[src/rtl/irqcap_pkg.sv]
package irqcap_pkg;

  typedef struct packed {
    logic [7:0] vector;
    logic       req_eoi;
    logic       level;
    logic       mask;
  } entry_t;

  localparam logic [7:0] OFS_INDEX  = 8'h00;
  localparam logic [7:0] OFS_WINDOW = 8'h04;
  localparam logic [7:0] OFS_EOIMAP = 8'h60;

  localparam logic [7:0] IDX_COUNT  = 8'h01;
  localparam logic [7:0] IDX_ENTRY0 = 8'h10;

  localparam int BIT_MASK   = 0;
  localparam int BIT_LEVEL  = 1;
  localparam int BIT_REQEOI = 5;
  localparam int BIT_ACK    = 31;
  localparam int VEC_LSB    = 16;

  localparam entry_t ENTRY_RESET = '{vector: 8'h00, req_eoi: 1'b0, level: 1'b0, mask: 1'b1};

  function automatic logic [31:0] entry_to_word(entry_t e);
    logic [31:0] w;
    w = '0;
    w[BIT_MASK]             = e.mask;
    w[BIT_LEVEL]            = e.level;
    w[BIT_REQEOI]           = e.req_eoi;
    w[VEC_LSB +: 8]         = e.vector;
    return w;
  endfunction

  function automatic entry_t word_to_entry(logic [31:0] w);
    entry_t e;
    e.mask    = w[BIT_MASK];
    e.level   = w[BIT_LEVEL];
    e.req_eoi = w[BIT_REQEOI];
    e.vector  = w[VEC_LSB +: 8];
    return e;
  endfunction

endpackage

[src/rtl/irqcap_csr.sv]
module irqcap_csr
  import irqcap_pkg::*;
#(
  parameter int NSRC = 8,
  localparam int MAP_WORDS = (NSRC + 31) / 32
) (
  input  logic             clk,
  input  logic             rst_n,
  input  logic             reg_wr,
  input  logic [7:0]       reg_addr,
  input  logic [31:0]      reg_wdata,
  output logic [31:0]      reg_rdata,
  input  logic [NSRC-1:0]  wait_eoi,
  output entry_t           cfg [NSRC],
  output logic [NSRC-1:0]  eoi_clr
);

  logic [7:0] index_q;
  logic [7:0] rel;
  logic [6:0] ent_sel;
  logic       ent_hit;
  logic       ent_hi;
  logic       win_wr;
  logic [31:0] window_rd;
  entry_t     cfg_q [NSRC];
  logic       unused_wbits;

  assign unused_wbits = ^reg_wdata;
  assign win_wr  = reg_wr && (reg_addr == OFS_WINDOW);
  assign rel     = index_q - IDX_ENTRY0;
  assign ent_hit = (index_q >= IDX_ENTRY0) && (int'(rel) < 2 * NSRC);
  assign ent_hi  = rel[0];
  assign ent_sel = rel[7:1];

  always_ff @(posedge clk) begin
    if (!rst_n) index_q <= '0;
    else if (reg_wr && reg_addr == OFS_INDEX) index_q <= reg_wdata[7:0];
  end

  generate
    for (genvar g = 0; g < NSRC; g++) begin : g_entry
      always_ff @(posedge clk) begin
        if (!rst_n) cfg_q[g] <= ENTRY_RESET;
        else if (win_wr && ent_hit && !ent_hi && int'(ent_sel) == g)
          cfg_q[g] <= word_to_entry(reg_wdata);
      end
      assign cfg[g] = cfg_q[g];
    end
  endgenerate

  always_comb begin
    for (int i = 0; i < NSRC; i++) begin
      eoi_clr[i] = (win_wr && ent_hit && ent_hi && int'(ent_sel) == i && reg_wdata[BIT_ACK])
                 || (reg_wr && reg_addr == (OFS_EOIMAP + 8'(4 * (i / 32))) && reg_wdata[i % 32]);
    end
  end

  always_comb begin
    window_rd = '0;
    if (index_q == IDX_COUNT) begin
      window_rd[VEC_LSB +: 8] = 8'(NSRC - 1);
    end else if (ent_hit) begin
      for (int i = 0; i < NSRC; i++) begin
        if (int'(ent_sel) == i) begin
          if (ent_hi) window_rd[BIT_ACK] = wait_eoi[i];
          else        window_rd = entry_to_word(cfg_q[i]);
        end
      end
    end
  end

  always_comb begin
    if (reg_addr == OFS_INDEX)       reg_rdata = {24'h0, index_q};
    else if (reg_addr == OFS_WINDOW) reg_rdata = window_rd;
    else                             reg_rdata = '0;
  end

  AST_INDEX_READBACK: assert property (@(posedge clk) disable iff (!rst_n)
    (reg_wr && reg_addr == OFS_INDEX) |=> (index_q == $past(reg_wdata[7:0])));

  initial begin
    if (MAP_WORDS > 8) $display("irqcap_csr: too many sources for the bitmap window");
  end

endmodule

[src/rtl/irqcap_src.sv]
module irqcap_src
  import irqcap_pkg::*;
(
  input  logic   clk,
  input  logic   rst_n,
  input  logic   in,
  input  entry_t cfg,
  input  logic   deliver,
  input  logic   eoi_clr,
  output logic   req,
  output logic   wait_eoi
);

  logic in_q;
  logic pend_q;
  logic wait_q;
  logic rise;

  assign rise = in && !in_q;

  always_ff @(posedge clk) begin
    if (!rst_n) begin
      in_q   <= 1'b0;
      pend_q <= 1'b0;
      wait_q <= 1'b0;
    end else begin
      in_q   <= in;
      pend_q <= !cfg.level && (rise || (pend_q && !deliver));
      wait_q <= (deliver && cfg.level && cfg.req_eoi) || (wait_q && !eoi_clr);
    end
  end

  assign req      = !cfg.mask && (cfg.level ? (in && !wait_q) : pend_q);
  assign wait_eoi = wait_q;

  AST_WAIT_AFTER_SEND: assert property (@(posedge clk) disable iff (!rst_n)
    (deliver && cfg.level && cfg.req_eoi) |=> wait_q);

  AST_WAIT_NEEDS_ACK: assert property (@(posedge clk) disable iff (!rst_n)
    $fell(wait_q) |-> $past(eoi_clr));

  AST_EDGE_NEEDS_RISE: assert property (@(posedge clk) disable iff (!rst_n)
    $rose(pend_q) |-> $past(in && !in_q));

endmodule

[src/rtl/irqcap_arb.sv]
module irqcap_arb #(
  parameter int NSRC = 8,
  localparam int SRCW = (NSRC > 1) ? $clog2(NSRC) : 1
) (
  input  logic            clk,
  input  logic            rst_n,
  input  logic [NSRC-1:0] req,
  input  logic [7:0]      vec_tbl [NSRC],
  output logic            irq_valid,
  input  logic            irq_ready,
  output logic [7:0]      irq_vector,
  output logic [SRCW-1:0] irq_source,
  output logic [NSRC-1:0] deliver
);

  logic [NSRC-1:0] cand;
  logic [SRCW-1:0] pick_idx;
  logic [7:0]      pick_vec;
  logic            any;
  logic            xfer;

  assign xfer = irq_valid && irq_ready;

  always_comb begin
    for (int i = 0; i < NSRC; i++) begin
      cand[i]    = req[i] && !(irq_valid && irq_source == SRCW'(i));
      deliver[i] = xfer && irq_source == SRCW'(i);
    end
  end

  always_comb begin
    pick_idx = '0;
    pick_vec = '0;
    any      = 1'b0;
    for (int i = NSRC - 1; i >= 0; i--) begin
      if (cand[i]) begin
        pick_idx = SRCW'(i);
        pick_vec = vec_tbl[i];
        any      = 1'b1;
      end
    end
  end

  always_ff @(posedge clk) begin
    if (!rst_n) begin
      irq_valid  <= 1'b0;
      irq_vector <= '0;
      irq_source <= '0;
    end else if (!irq_valid || irq_ready) begin
      irq_valid <= any;
      if (any) begin
        irq_vector <= pick_vec;
        irq_source <= pick_idx;
      end
    end
  end

  AST_HOLD_STABLE: assert property (@(posedge clk) disable iff (!rst_n)
    (irq_valid && !irq_ready) |=> (irq_valid && $stable(irq_vector) && $stable(irq_source)));

  AST_OFFER_FROM_REQ: assert property (@(posedge clk) disable iff (!rst_n)
    $rose(irq_valid) |-> $past(|req));

endmodule

[src/rtl/irqcap_regfile.sv]
module irqcap_regfile
  import irqcap_pkg::*;
#(
  parameter int NSRC = 8,
  localparam int SRCW = (NSRC > 1) ? $clog2(NSRC) : 1
) (
  input  logic            clk,
  input  logic            rst_n,
  input  logic            reg_wr,
  input  logic [7:0]      reg_addr,
  input  logic [31:0]     reg_wdata,
  output logic [31:0]     reg_rdata,
  input  logic [NSRC-1:0] src_in,
  output logic            irq_valid,
  input  logic            irq_ready,
  output logic [7:0]      irq_vector,
  output logic [SRCW-1:0] irq_source
);

  entry_t          cfg [NSRC];
  logic [7:0]      vec_tbl [NSRC];
  logic [NSRC-1:0] eoi_clr;
  logic [NSRC-1:0] wait_eoi;
  logic [NSRC-1:0] req;
  logic [NSRC-1:0] deliver;

  irqcap_csr #(.NSRC(NSRC)) u_csr (
    .clk      (clk),
    .rst_n    (rst_n),
    .reg_wr   (reg_wr),
    .reg_addr (reg_addr),
    .reg_wdata(reg_wdata),
    .reg_rdata(reg_rdata),
    .wait_eoi (wait_eoi),
    .cfg      (cfg),
    .eoi_clr  (eoi_clr)
  );

  generate
    for (genvar g = 0; g < NSRC; g++) begin : g_src
      irqcap_src u_src (
        .clk     (clk),
        .rst_n   (rst_n),
        .in      (src_in[g]),
        .cfg     (cfg[g]),
        .deliver (deliver[g]),
        .eoi_clr (eoi_clr[g]),
        .req     (req[g]),
        .wait_eoi(wait_eoi[g])
      );
      assign vec_tbl[g] = cfg[g].vector;
    end
  endgenerate

  irqcap_arb #(.NSRC(NSRC)) u_arb (
    .clk       (clk),
    .rst_n     (rst_n),
    .req       (req),
    .vec_tbl   (vec_tbl),
    .irq_valid (irq_valid),
    .irq_ready (irq_ready),
    .irq_vector(irq_vector),
    .irq_source(irq_source),
    .deliver   (deliver)
  );

endmodule

[config.mk]
export PLATFORM = sky130hd
export DESIGN_NAME = irqcap_regfile
export DESIGN_NICKNAME = d
export VERILOG_FILES = /design/src/rtl/irqcap_pkg.sv /design/src/rtl/irqcap_csr.sv /design/src/rtl/irqcap_src.sv /design/src/rtl/irqcap_arb.sv /design/src/rtl/irqcap_regfile.sv
export SDC_FILE = /design/constraint.sdc
export NUM_CORES = 1
export LEC_CHECK = 0
export BUFFER_PORTS_ARGS = -buffer_cell sky130_fd_sc_hd__buf_4
export CORE_MARGIN = 2
export CORE_UTILIZATION = 34
export CTS_CLUSTER_DIAMETER = 200
export DETAILED_ROUTE_END_ITERATION = 10
export GPL_ROUTABILITY_DRIVEN = 0
export PLACE_DENSITY_LB_ADDON = 0.2
export SKIP_CTS_REPAIR_TIMING = 1
export SYNTH_ARGS = -nofsm -noshare
export SYNTH_HDL_FRONTEND = slang
export SYNTH_SLANG_ARGS = --single-unit
[constraint.sdc]
create_clock -name clk -period 3.2 [get_ports clk]
set_input_delay 0.32 -clock clk [delete_from_list [all_inputs] [get_ports clk]]
set_output_delay 0.32 -clock clk [all_outputs]
set_load 0.1 [all_outputs]
==> implementation parameters, run 1 <==
Parameter                              Value

Die
  Number of placed I/O pins ... 96
  Area enclosed by the die boundary ... 24000 µm²
  Die width ... 155 µm
  Core Box Area ... 22500 µm²
  Starting Density ... around a third
  Die span in y ... 155 µm
  Number of placement rows ... 55

Logic synthesis
  Gate count after technology mapping ... slightly above 800
  Netlist Area Pre-Place ... between 7000 and 8000 µm²
  Average footprint of a synthesized cell ... 9.52 µm²
  Top-count cell post-synth ... sky130_fd_sc_hd__and2_1
  Share of flip-flops with an asynchronous set or reset ... 0%
  Library cell with the largest summed area after synthesis ... sky130_fd_sc_hd__edfxtp_1
  Flip-flop and latch count after synthesis ... 132
  Number of flops mapped to enable cells by yosys ... 88
  Synth cell count leaders ... sky130_fd_sc_hd__and2_1, sky130_fd_sc_hd__edfxtp_1, sky130_fd_sc_hd__o21ai_0, sky130_fd_sc_hd__a21oi_1, sky130_fd_sc_hd__nand2_1
  Dominant register cell in the synthesized netlist ... sky130_fd_sc_hd__edfxtp_1
  Largest cells by area after synthesis ... sky130_fd_sc_hd__edfxtp_1, sky130_fd_sc_hd__dfxtp_1, sky130_fd_sc_hd__and2_1
  Part of the Yosys area used for sequential elements ... 45.4%
  Synth warnings ... 0
  Number of unique standard cell types used by synthesis ... 81
  Portion of synthesized cell area occupied by the leading cell type ... 34.1%

GRT
  Number of global-route vias before repair ... 6768
  Largest net degree at the start of global routing ... 34
  Overflow left after global routing ... 0
  Overall fraction of global-route tracks in use ... a little under a quarter
  Number of antenna violations at the first check in global routing ... 0
  Global-route wire length before repair ... between 40000 and 50000 µm

Timing
  Slew at the pin closest to its max-slew limit ... 1020 ps
  RSZ-0062 raised after global routing ... no
  Final Hold Viols ... 0
  Final critical path time including I/O delays and setup ... 3160 ps
  Max-slew violation count ... 0
  Setup TNS after final layout ... 0 ps
  Period utilization ... 98.8%
  Skew final ... between 9 and 10 ps
  Worst max-slew margin expressed relative to the limit ... roughly 31%
  Highest attainable clock frequency ... 316 MHz
  Setup Viol. Count Final ... 0

Drt
  Wire length per cell ... roughly 23 µm
  ANT nets after route ... 0
  Drt drc ... 0
  Number of DRC markers in iteration 0 ... 745
  Via count of the routed design ... a little over 7000
  Vias/cell ... slightly below 6
  Detailed-router iteration count before antenna repair ... 5
  Routed WL ... 27900 µm

Power and ir drop
  Maximum ir drop on the vdd rail ... between 0.3 and 0.4 mV
  Power density of the placed cells ... 488 nW/µm²
  Static power due to leakage ... about 3.4 nW
  Total power ... ~4.6 mW

Critical path
  Endpoint type of the worst setup path ... output pin
  Reg2reg start ... u_csr.cfg_q[0][12]
  Register-to-Register Setup Slack ... 560 ps
  Start-to-end type of the worst setup path ... reg -> out
  Endpoint of the worst-slack reg-to-reg timing path ... u_arb.irq_source[0]
  Top fanout value on the critical path ... 10
  Worst EP required ... between 2000 and 3000 ps
  Reg2reg path depth ... 6
  Arrival time worst endpoint ... 2840 ps
  Kind of start point of the critical path ... flip-flop

Cells and area
  Number of nets in the finished design ... approximately 960
  Fin util ... about two fifths
  Layout cells sized above 1 ... 21.7%
  Count of fill cells added during filler insertion ... about 2200
  Diode insertion count for antenna repair ... 0
  Area growth from synthesis to layout ... 21.4%

CTS
  Clock insertion delay at the later pin of the skew report ... 430 ps
  Clock tree root buffer cell ... sky130_fd_sc_hd__clkbuf_16
  TritonCTS buffer count ... 17
  Number of buffers between clock root and the deepest sink ... 2
  Number of H-tree levels ... 4
  Clock tree from TritonCTS ... done
  TritonCTS Sinks ... 132
  Clock Pin Slew Worst Setup and Hold Paths ... 60 ps

Hold path
  Endpoint with the worst hold slack ... g_src[6].u_src.in_q
  Worst hold path class ... in -> reg
  Startpoint of the lowest-slack hold path ... src_in[6]
  Number of cells traversed by the worst hold path ... 2

Placement
  Placed wire-length estimate ... roughly 20000 µm
  Number of input and output port buffers inserted ... 65

Run status
  Outcome ... finished clean

Flow run
  Number of maximum-capacitance violations ... 0
flip-flops by register name, indices dropped and copies added, names as in the netlist:
signal                flops
g_src.u_src.in_q          8
u_arb.irq_valid           1
g_src.u_src.pend_q        8
u_arb.irq_vector          8
u_csr.index_q             8
u_csr.cfg_q              88
g_src.u_src.wait_eoi      8
u_arb.irq_source          3
kinds of logic (layout without fill, tap and decap cells):
| logic type | count (synthesis) | after routing | share of synthesized area [%] |
|---|---|---|---|
| simple gates | 332 | 332 | 24.9 |
| compound gates | 252 | 252 | 22.1 |
| flops | 132 | 132 | 45.4 |
| buf+inv | 85 | 169 | 5.21 |
| mux | 9 | 9 | 1.82 |
| fa+ha+maj | 3 | 3 | 0.484 |
| other cells | 1 | 15 | 0.0483 |
| xor+xnor | 1 | 1 | 0.113 |
cell type report:
cell class	count	area [µm²]	area share, %
Sequential cell	132	3530	37.5
Tap cell	285	357	3.79
Timing Repair Buffer	118	921	9.78
Clock inverter	11	75.1	0.797
Multi-Input combinational cell	612	4000	42.5
Inverter	19	71.3	0.757
Clock buffer	21	462	4.90
power breakdown:
group / internal (mW) / leakage (nW) / switching, mW / total [mW]
clock: 1.04 / 0.268 / 0.793 / 1.83
combinational: 0.206 / 1.89 / 0.556 / 0.762
sequential: 1.91 / 1.20 / 0.0938 / 2.00
cell usage in the layout, fill, tap and decap left out, types with 4 or more instances in the layout:
| cell type | instances |
|---|---|
| sky130_fd_sc_hd__clkinv_2 | 4 |
| sky130_fd_sc_hd__o31ai_1 | 21 |
| sky130_fd_sc_hd__and3b_1 | 9 |
| sky130_fd_sc_hd__a21oi_1 | 46 |
| sky130_fd_sc_hd__o31ai_4 | 4 |
| sky130_fd_sc_hd__a21boi_0 | 9 |
| sky130_fd_sc_hd__nor3_1 | 24 |
| sky130_fd_sc_hd__a31oi_1 | 8 |
| sky130_fd_sc_hd__buf_6 | 6 |
| sky130_fd_sc_hd__o311ai_0 | 4 |
| sky130_fd_sc_hd__nor2_1 | 36 |
| sky130_fd_sc_hd__or2_2 | 4 |
| sky130_fd_sc_hd__o2111ai_1 | 9 |
| sky130_fd_sc_hd__inv_1 | 19 |
| sky130_fd_sc_hd__edfxtp_1 | 88 |
| sky130_fd_sc_hd__o221ai_1 | 9 |
| sky130_fd_sc_hd__o21ai_1 | 7 |
| sky130_fd_sc_hd__o21a_1 | 14 |
| sky130_fd_sc_hd__conb_1 | 15 |
| sky130_fd_sc_hd__or3_1 | 9 |
| sky130_fd_sc_hd__a32oi_1 | 7 |
| sky130_fd_sc_hd__dfxtp_1 | 42 |
| sky130_fd_sc_hd__buf_4 | 111 |
| sky130_fd_sc_hd__mux2i_1 | 4 |
| sky130_fd_sc_hd__nand2b_1 | 15 |
| sky130_fd_sc_hd__nand3_1 | 31 |
| sky130_fd_sc_hd__mux4_2 | 4 |
| sky130_fd_sc_hd__or3_4 | 4 |
| sky130_fd_sc_hd__nand3b_1 | 8 |
| sky130_fd_sc_hd__nor2_2 | 8 |
| sky130_fd_sc_hd__nor4_1 | 10 |
| sky130_fd_sc_hd__nand2_1 | 47 |
| sky130_fd_sc_hd__a21o_1 | 9 |
| sky130_fd_sc_hd__o21ai_0 | 55 |
| sky130_fd_sc_hd__clkbuf_16 | 18 |
| sky130_fd_sc_hd__nor3b_1 | 4 |
| sky130_fd_sc_hd__and2_1 | 91 |
| sky130_fd_sc_hd__o22ai_1 | 11 |
routing by layer:
layer  vias up  wire length, µm  global-route usage, %
li1       3222                -                      -
met1      3432            12300                   32.1
met2       357            12700                   36.5
met3        61             2070                   4.21
met4         0              855                   8.82
met5         -                0                      0
per-stage QoR:
| step | hold WS, ps | worst slack (ps) | instance area (µm²) | instances |
|---|---|---|---|---|
| 2_1_floorplan | 442 | -717 | 7880 | 829 |
| 3_3_place_gp | 483 | 278 | 8770 | 1164 |
| 3_5_place_dp | 484 | 255 | 8770 | 1164 |
| 4_1_cts | 108 | -198 | 9310 | 1196 |
| 5_1_grt | 121 | 2.59 | 9420 | 1198 |
| 6_report | 114 | 39.8 | 9420 | 1198 |
critical path, stage by stage (launching register included):
cell	delay (ps)
sky130_fd_sc_hd__dfxtp_1	430
sky130_fd_sc_hd__nand2b_1	480
sky130_fd_sc_hd__o22ai_1	170
sky130_fd_sc_hd__o21ai_0	400
sky130_fd_sc_hd__o311ai_0	220
sky130_fd_sc_hd__o21a_1	180
sky130_fd_sc_hd__o31ai_4	250
sky130_fd_sc_hd__buf_6	260
how the worst max path moves through the flow:
stage	cells after the start	startpoint	slack (ps)	end
final	7	u_csr.index_q[2]	40	reg_rdata[17]
after detailed placement	9	u_csr.index_q[4]	250	reg_rdata[1]
after global placement	9	u_csr.index_q[4]	280	reg_rdata[1]
after CTS	9	u_csr.index_q[4]	-200	reg_rdata[1]
after global routing	10	u_csr.index_q[4]	3	reg_rdata[16]
after floorplan	2	reg_addr[1]	-720	reg_rdata[2]
Power figures use the tool's default switching activity.
==> inputs of run 2 (changes only) <==
Settings changed: CORE_UTILIZATION 34 to 53.
==> run 2 against run 1 <==
Against the previous run:
- clock skew shrank 2.2 ps
- via count grew 2.8%
- cell count shrank 9.0%
- total power grew 4.1%
- non-clock buffer count shrank 8
- hold slack gained 1.8 ps
- core utilization grew 23 points
- clock power grew 11%
- sequential power is essentially flat
- global-route usage grew 8.3 points
- clock-buffer cell count shrank 3
- largest cell class unchanged
- largest power group is now the clock network
==> implementation parameters, run 2 (synthesized netlist as in run 1, its figures left out) <==
Parameter                              Value

Timing
  Final Hold Viols ... 0 (unchanged)
  Worst max-slew margin expressed relative to the limit ... 32.1% (was 31.3%)
  Skew final ... 7.10 ps (was 9.31 ps)
  Setup Viol. Count Final ... 0 (unchanged)
  Period utilization ... 98.2% (was 98.8%)
  Highest attainable clock frequency ... 318 MHz (was 316 MHz)
  Max-slew violation count ... 0 (unchanged)
  Slew at the pin closest to its max-slew limit ... 1010 ps (was 1020 ps)
  Final critical path time including I/O delays and setup ... 3140 ps (was 3160 ps)

Critical path
  Maximum cell stage delay along the critical path ... 530 ps (was 480 ps)
  Endpoint of the worst-slack reg-to-reg timing path ... u_csr.cfg_q[1][31] (was u_arb.irq_source[0])
  Reg2reg path depth ... 8 (was 6)
  Cell-by-cell listing of the critical path ... inv_2 > ha_1 > nand3b_1 > or3_4 > buf_4 > o32a_1 > o221ai_2 > o21ai_2 > buf_8 (was nand2b_1 > o22ai_1 > o21ai_0 > o311ai_0 > o21a_1 > o31ai_4 > buf_6)
  Arrival time worst endpoint ... 2820 ps (was 2840 ps)
  Endpoint type of the worst setup path ... output pin (unchanged)
  Kind of start point of the critical path ... flip-flop (unchanged)
  Worst EP required ... 2880 ps (about the same)
  Reg2reg start ... u_csr.index_q[4] (was u_csr.cfg_q[0][12])
  Top fanout value on the critical path ... 8 (was 10)
  Slowest cell on the critical path ... sky130_fd_sc_hd__or3_4 (was sky130_fd_sc_hd__nand2b_1)
  Cell class contributing the biggest share of worst-path delay ... simple AND/OR/NAND/NOR gates (was compound AO/OA/AOI/OAI gates)
  Register-to-Register Setup Slack ... 340 ps (was 560 ps)
  Start-to-end type of the worst setup path ... reg -> out (unchanged)
  Buf/Inv on CP ... 3 (was 1)

CTS
  Clock tree root buffer cell ... sky130_fd_sc_hd__clkbuf_16 (unchanged)
  Clock insertion delay at the later pin of the skew report ... 430 ps (about the same)
  Number of H-tree levels ... 4 (unchanged)
  TritonCTS buffer count ... 17 (unchanged)
  Number of buffers between clock root and the deepest sink ... 2 (unchanged)
  Clock tree from TritonCTS ... done (unchanged)
  TritonCTS Sinks ... 132 (unchanged)
  Clock Pin Slew Worst Setup and Hold Paths ... 60 ps (about the same)

Drt
  Wire length per cell ... 22.7 µm (was 23.3 µm)
  Detailed-router iteration count before antenna repair ... 6 (was 5)
  Vias/cell ... 6.67 (was 5.90)
  Drt drc ... 0 (unchanged)
  Via count of the routed design ... 7268 (was 7072)
  Routed WL ... 24800 µm (was 27900 µm)
  Number of DRC markers in iteration 0 ... 1363 (was 745)
  ANT nets after route ... 0 (unchanged)

Cells and area
  Number of nets in the finished design ... 948 (was 955)
  Count of fill cells added during filler insertion ... 1154 (was 2219)
  Layout cells sized above 1 ... 21.9% (was 21.7%)
  Fin util ... 65.0% (was 41.8%)
  Post-Layout Inst Area ... 9380 µm² (was 9420 µm²)
  Number of flip-flops in the largest register ... 88 (unchanged)
  Diode insertion count for antenna repair ... 0 (unchanged)
  Area growth from synthesis to layout ... 20.9% (was 21.4%)
  Register with the most flip-flops ... u_csr.cfg_q (unchanged)
  Commonest non-fill, non-tap cell in the layout ... sky130_fd_sc_hd__buf_4 (unchanged)
  Most used cells in the layout excluding fill and tap cells ... sky130_fd_sc_hd__buf_4, sky130_fd_sc_hd__and2_1, sky130_fd_sc_hd__edfxtp_1 (unchanged)

Placement
  Number of input and output port buffers inserted ... 65 (unchanged)
  Placed wire-length estimate ... 17900 µm (was 20300 µm)
  Instance area at placement ... 8540 µm² (was 8770 µm²)

Power and ir drop
  Power density of the placed cells ... 510 nW/µm² (was 488 nW/µm²)
  Maximum ir drop on the vdd rail ... 0.572 mV (was 0.307 mV)
  Total power ... 4.79 mW (was 4.60 mW)
  Static power due to leakage ... 3.35 nW (was 3.36 nW)

Die
  Die width ... 125 µm (was 155 µm)
  Starting Density ... 53.8% (was 34.5%)
  Die span in y ... 125 µm (was 155 µm)
  Area enclosed by the die boundary ... 15600 µm² (was 24000 µm²)
  Core Box Area ... 14400 µm² (was 22500 µm²)
  Number of placement rows ... 44 (was 55)
  Number of placed I/O pins ... 96 (unchanged)

GRT
  Largest net degree at the start of global routing ... 59 (was 34)
  Overflow left after global routing ... 0 (unchanged)
  Number of antenna violations at the first check in global routing ... 0 (unchanged)
  Global-route wire length before repair ... 38200 µm (was 41500 µm)
  Number of global-route vias before repair ... 6769 (was 6768)
  Overall fraction of global-route tracks in use ... 31.6% (was 23.3%)

Hold path
  Worst hold path class ... in -> reg (unchanged)
  Endpoint with the worst hold slack ... g_src[6].u_src.in_q (unchanged)
  Number of cells traversed by the worst hold path ... 2 (unchanged)
  Startpoint of the lowest-slack hold path ... src_in[6] (unchanged)

Run status
  Outcome ... finished clean (unchanged)

Flow run
  Number of maximum-capacitance violations ... 0 (unchanged)
## run 2: cell types whose count changed in the layout (fill, tap and decap cells not counted), sizes merged
cell	previous run	this run
buf	118	110
bufinv	0	4
clkbuf	21	18
clkinvlp	1	4
inv	24	20
or3	13	14
## run 2: how the worst max path moves through the flow
stage	startpoint	endpoint	slack (ps)	depth (start not counted)
2_1_floorplan	reg_addr[1]	reg_rdata[2]	-720	2
3_3_place_gp	u_csr.index_q[4]	reg_rdata[1]	300	9
3_5_place_dp	u_csr.index_q[4]	reg_rdata[18]	260	9
4_1_cts	u_csr.index_q[4]	reg_rdata[1]	-220	9
5_1_grt	u_csr.index_q[4]	reg_rdata[1]	-9	9
6_report	u_csr.index_q[4]	reg_rdata[5]	60	9
## run 2: routing by layer
layer	vias up	share of wire, %	global-route usage [%]
li1	3214	-	-
met1	3393	38	43.5
met2	555	44	47.4
met3	106	13	8.94
met4	0	4.1	12.5
met5	-	0	0
## run 2: power by group
part	switching (mW)	internal, mW
Combinational	0.531	0.198
Sequential	0.107	1.91
Clock	0.746	1.30
## run 2: area by class of cell
cell class	count	area [µm²]	area share [%]
multi-input combinational	613	4030	42.9
sequential	132	3530	37.6
timing repair buffer	110	907	9.67
clock buffer	18	429	4.58
tap	184	230	2.45
clock inverter	14	185	1.97
inverter	19	71.3	0.760
## run 2: per-stage QoR
step,hold slack [ps],cells,TNS (ps),setup slack (ps)
floorplan,442,829,-1790,-717
detailed placement,497,1046,0,255
global route,119,1090,-11.3,-9.21
finish,116,1090,0,59.2
CTS,109,1078,-1690,-219
global placement,493,1046,0,304
==> inputs of run 3 (changes only) <==
Clock period 3.2 ns to 2.6 ns, I/O delays scaled along.
==> run 3 against run 2 <==
Against the previous run:
- the run now ends with negative setup slack left
- highest routed layer unchanged
- clock skew is 1.3 ps higher
- setup slack worse by 550 ps
- register-to-register slack worse by 390 ps
- via count is 3.0% higher
- sequential power is 23% higher
- first-iteration DRC count is 1.9% lower
- largest power group is now registers
- global-route usage is 0.11 points higher
- critical endpoint is now reg_rdata[18]
==> implementation parameters, run 3 (synthesized netlist as in run 1, its figures left out) <==
Parameter                              Value

Run status
  Outcome ... finished, violations left (was finished clean)
  Violations in the final reports ... negative setup slack

Power and ir drop
  Maximum ir drop on the vdd rail ... 0.462 mV (was 0.572 mV)
  Share of power burned in the clock network ... 41.0% (was 42.6%)
  Power density of the placed cells ... 585 nW/µm² (was 510 nW/µm²)
  Part of the total power dissipated in combinational logic ... 16.2% (was 15.2%)
  Switching power total ... 1.77 mW (was 1.38 mW)
  Internal Pwr Total ... 4.03 mW (was 3.40 mW)
  Switching share of power ... 30.6% (was 28.9%)
  Static power due to leakage ... 3.55 nW (was 3.35 nW)
  Sequential power share ... 42.8% (was 42.1%)

Placement
  Placed wire-length estimate ... 18300 µm (was 17900 µm)
  Instance area at placement ... 8820 µm² (was 8540 µm²)
  Number of input and output port buffers inserted ... 65 (unchanged)

Timing
  Final critical path time including I/O delays and setup ... 3090 ps
  Min setup slack post-route ... -492 ps (was 59.2 ps)
  Max-slew violation count ... 0 (unchanged)
  Skew final ... 8.43 ps (was 7.10 ps)
  RSZ-0062 raised after global routing ... yes
  Final Hold Viols ... 0 (unchanged)
  Period utilization ... 119%
  Setup Viol. Count Final ... 22 (was 0)
  Slew at the pin closest to its max-slew limit ... 748 ps (was 1010 ps)
  Worst max-slew margin expressed relative to the limit ... 49.9% (was 32.1%)
  Highest attainable clock frequency ... 323 MHz

Critical path
  Critical Path Start ... u_csr.index_q[3] (was u_csr.index_q[4])
  Endpoint type of the worst setup path ... output pin (unchanged)
  Arrival time worst endpoint ... 2830 ps (was 2820 ps)
  Start-to-end type of the worst setup path ... reg -> out (unchanged)
  Reg2reg start ... u_csr.index_q[5] (was u_csr.index_q[4])
  Top fanout value on the critical path ... 13 (was 8)
  Worst EP required ... 2340 ps (was 2880 ps)
  Kind of start point of the critical path ... flip-flop (unchanged)

Drt
  Drt drc ... 0 (unchanged)
  Routed WL ... 25900 µm (was 24800 µm)
  ANT nets after route ... 0 (unchanged)
  Number of DRC markers in iteration 0 ... 1337 (was 1363)
  Vias/cell ... 6.72 (was 6.67)
  Wire length per cell ... 23.2 µm (was 22.7 µm)
  Via count of the routed design ... 7489 (was 7268)
  Detailed-router iteration count before antenna repair ... 8 (was 6)

Hold path
  Startpoint of the lowest-slack hold path ... src_in[6] (unchanged)
  Worst hold path class ... in -> reg (unchanged)

Cells and area
  Number of nets in the finished design ... 973 (was 948)
  Diode insertion count for antenna repair ... 0 (unchanged)
  Area growth from synthesis to layout ... 27.6% (was 20.9%)
  Post-Layout Inst Area ... 9900 µm² (was 9380 µm²)
  Most used cells in the layout excluding fill and tap cells ... sky130_fd_sc_hd__buf_4, sky130_fd_sc_hd__and2_1, sky130_fd_sc_hd__edfxtp_1 (unchanged)
  Layout cells sized above 1 ... 26.9% (was 21.9%)
  Fin util ... 68.7% (was 65.0%)
  Count of fill cells added during filler insertion ... 1063 (was 1154)
  Number of flip-flops in the largest register ... 88 (unchanged)
  Commonest non-fill, non-tap cell in the layout ... sky130_fd_sc_hd__buf_4 (unchanged)
  Register with the most flip-flops ... u_csr.cfg_q (unchanged)

Flow run
  Number of maximum-capacitance violations ... 0 (unchanged)

CTS
  Number of H-tree levels ... 4 (unchanged)
  Clock insertion delay at the later pin of the skew report ... 430 ps (about the same)
  Clock tree from TritonCTS ... done (unchanged)
  Number of buffers between clock root and the deepest sink ... 2 (unchanged)
  TritonCTS buffer count ... 17 (unchanged)
  TritonCTS Sinks ... 132 (unchanged)
  Clock tree root buffer cell ... sky130_fd_sc_hd__clkbuf_16 (unchanged)
  Clock Pin Slew Worst Setup and Hold Paths ... 60 ps (about the same)

Die
  Area enclosed by the die boundary ... 15600 µm² (unchanged)
  Number of placement rows ... 44 (unchanged)
  Die span in y ... 125 µm (unchanged)
  Core Box Area ... 14400 µm² (unchanged)
  Starting Density ... 53.8% (unchanged)
  Number of placed I/O pins ... 96 (unchanged)
  Die width ... 125 µm (unchanged)

GRT
  Largest net degree at the start of global routing ... 58 (was 59)
  Overall fraction of global-route tracks in use ... 31.7% (was 31.6%)
  Overflow left after global routing ... 0 (unchanged)
  Global-route wire length before repair ... 38400 µm (was 38200 µm)
  Number of global-route vias before repair ... 6863 (was 6769)
  Number of antenna violations at the first check in global routing ... 0 (unchanged)
run 3: cell types whose count changed in the layout (fill, tap and decap cells not counted), sizes merged:
cell      before  now
inv           20   21
clkbuf        18   17
bufinv         4    2
buf          110  135
clkinvlp       4    3
clkinv         5    8
run 3: path summary, 6_finish.rpt:
check	end	slack, ps	depth (start not counted)
worst max-delay path	reg_rdata[18]	-490	7
worst min-delay path	g_src[6].u_src.in_q	50	2
worst min register to register	u_arb.irq_vector[7]	520	2
worst max register to register	u_csr.cfg_q[1][42]	-50	9
run 3: routing by layer:
layer  GRT usage [%]  wire length, µm  vias up
met4            11.0             1170        0
met1            42.7             9920     3492
met5               0                0        -
li1                -                -     3255
met3            11.1             3530      124
met2            47.9            11300      618
run 3: power by group through the flow:
stage / clock network [mW] / logic, mW / registers [mW]
6_report: 2.38 / 0.939 / 2.48
5_1_grt: 2.46 / 0.981 / 2.49
4_1_cts: 2.38 / 0.904 / 2.47
3_5_place_dp: 0 / 0.898 / 2.51
3_3_place_gp: 0 / 0.888 / 2.50
2_1_floorplan: 0 / 0.470 / 2.66
run 3: metrics by stage:
stage | setup TNS (ps) | total power [mW] | cells | hold slack (ps) | setup WS, ps
after floorplan | -10580 | 3.13 | 829 | 382 | -253
after global placement | -12.4 | 3.39 | 1070 | 486 | -12.4
after detailed placement | -156 | 3.41 | 1070 | 488 | -37.9
after CTS | -5860 | 5.75 | 1102 | 44.2 | -513
after global routing | -5040 | 5.93 | 1115 | 51.8 | -517
final | -4290 | 5.80 | 1115 | 48.5 | -492
run 3: worst max-delay path: stages, from the launching register on:
cell and delay [ps]:
sky130_fd_sc_hd__dfxtp_2 500, sky130_fd_sc_hd__nand2b_1 410, sky130_fd_sc_hd__o22ai_1 170, sky130_fd_sc_hd__o21ai_0 420, sky130_fd_sc_hd__o311ai_4 190, sky130_fd_sc_hd__o21a_1 200
sky130_fd_sc_hd__o31ai_4 300, sky130_fd_sc_hd__buf_12 210
run 3: layout make-up:
| type | count | area [µm²] | area share, % |
|---|---|---|---|
| clock buffers | 17 | 425 | 4.30 |
| inverters | 19 | 73.8 | 0.745 |
| multi-input cells | 613 | 4290 | 43.3 |
| well taps | 184 | 230 | 2.32 |
| repair buffers | 135 | 1200 | 12.1 |
| flip-flops and latches | 132 | 3530 | 35.6 |
| clock inverters | 15 | 158 | 1.59 |
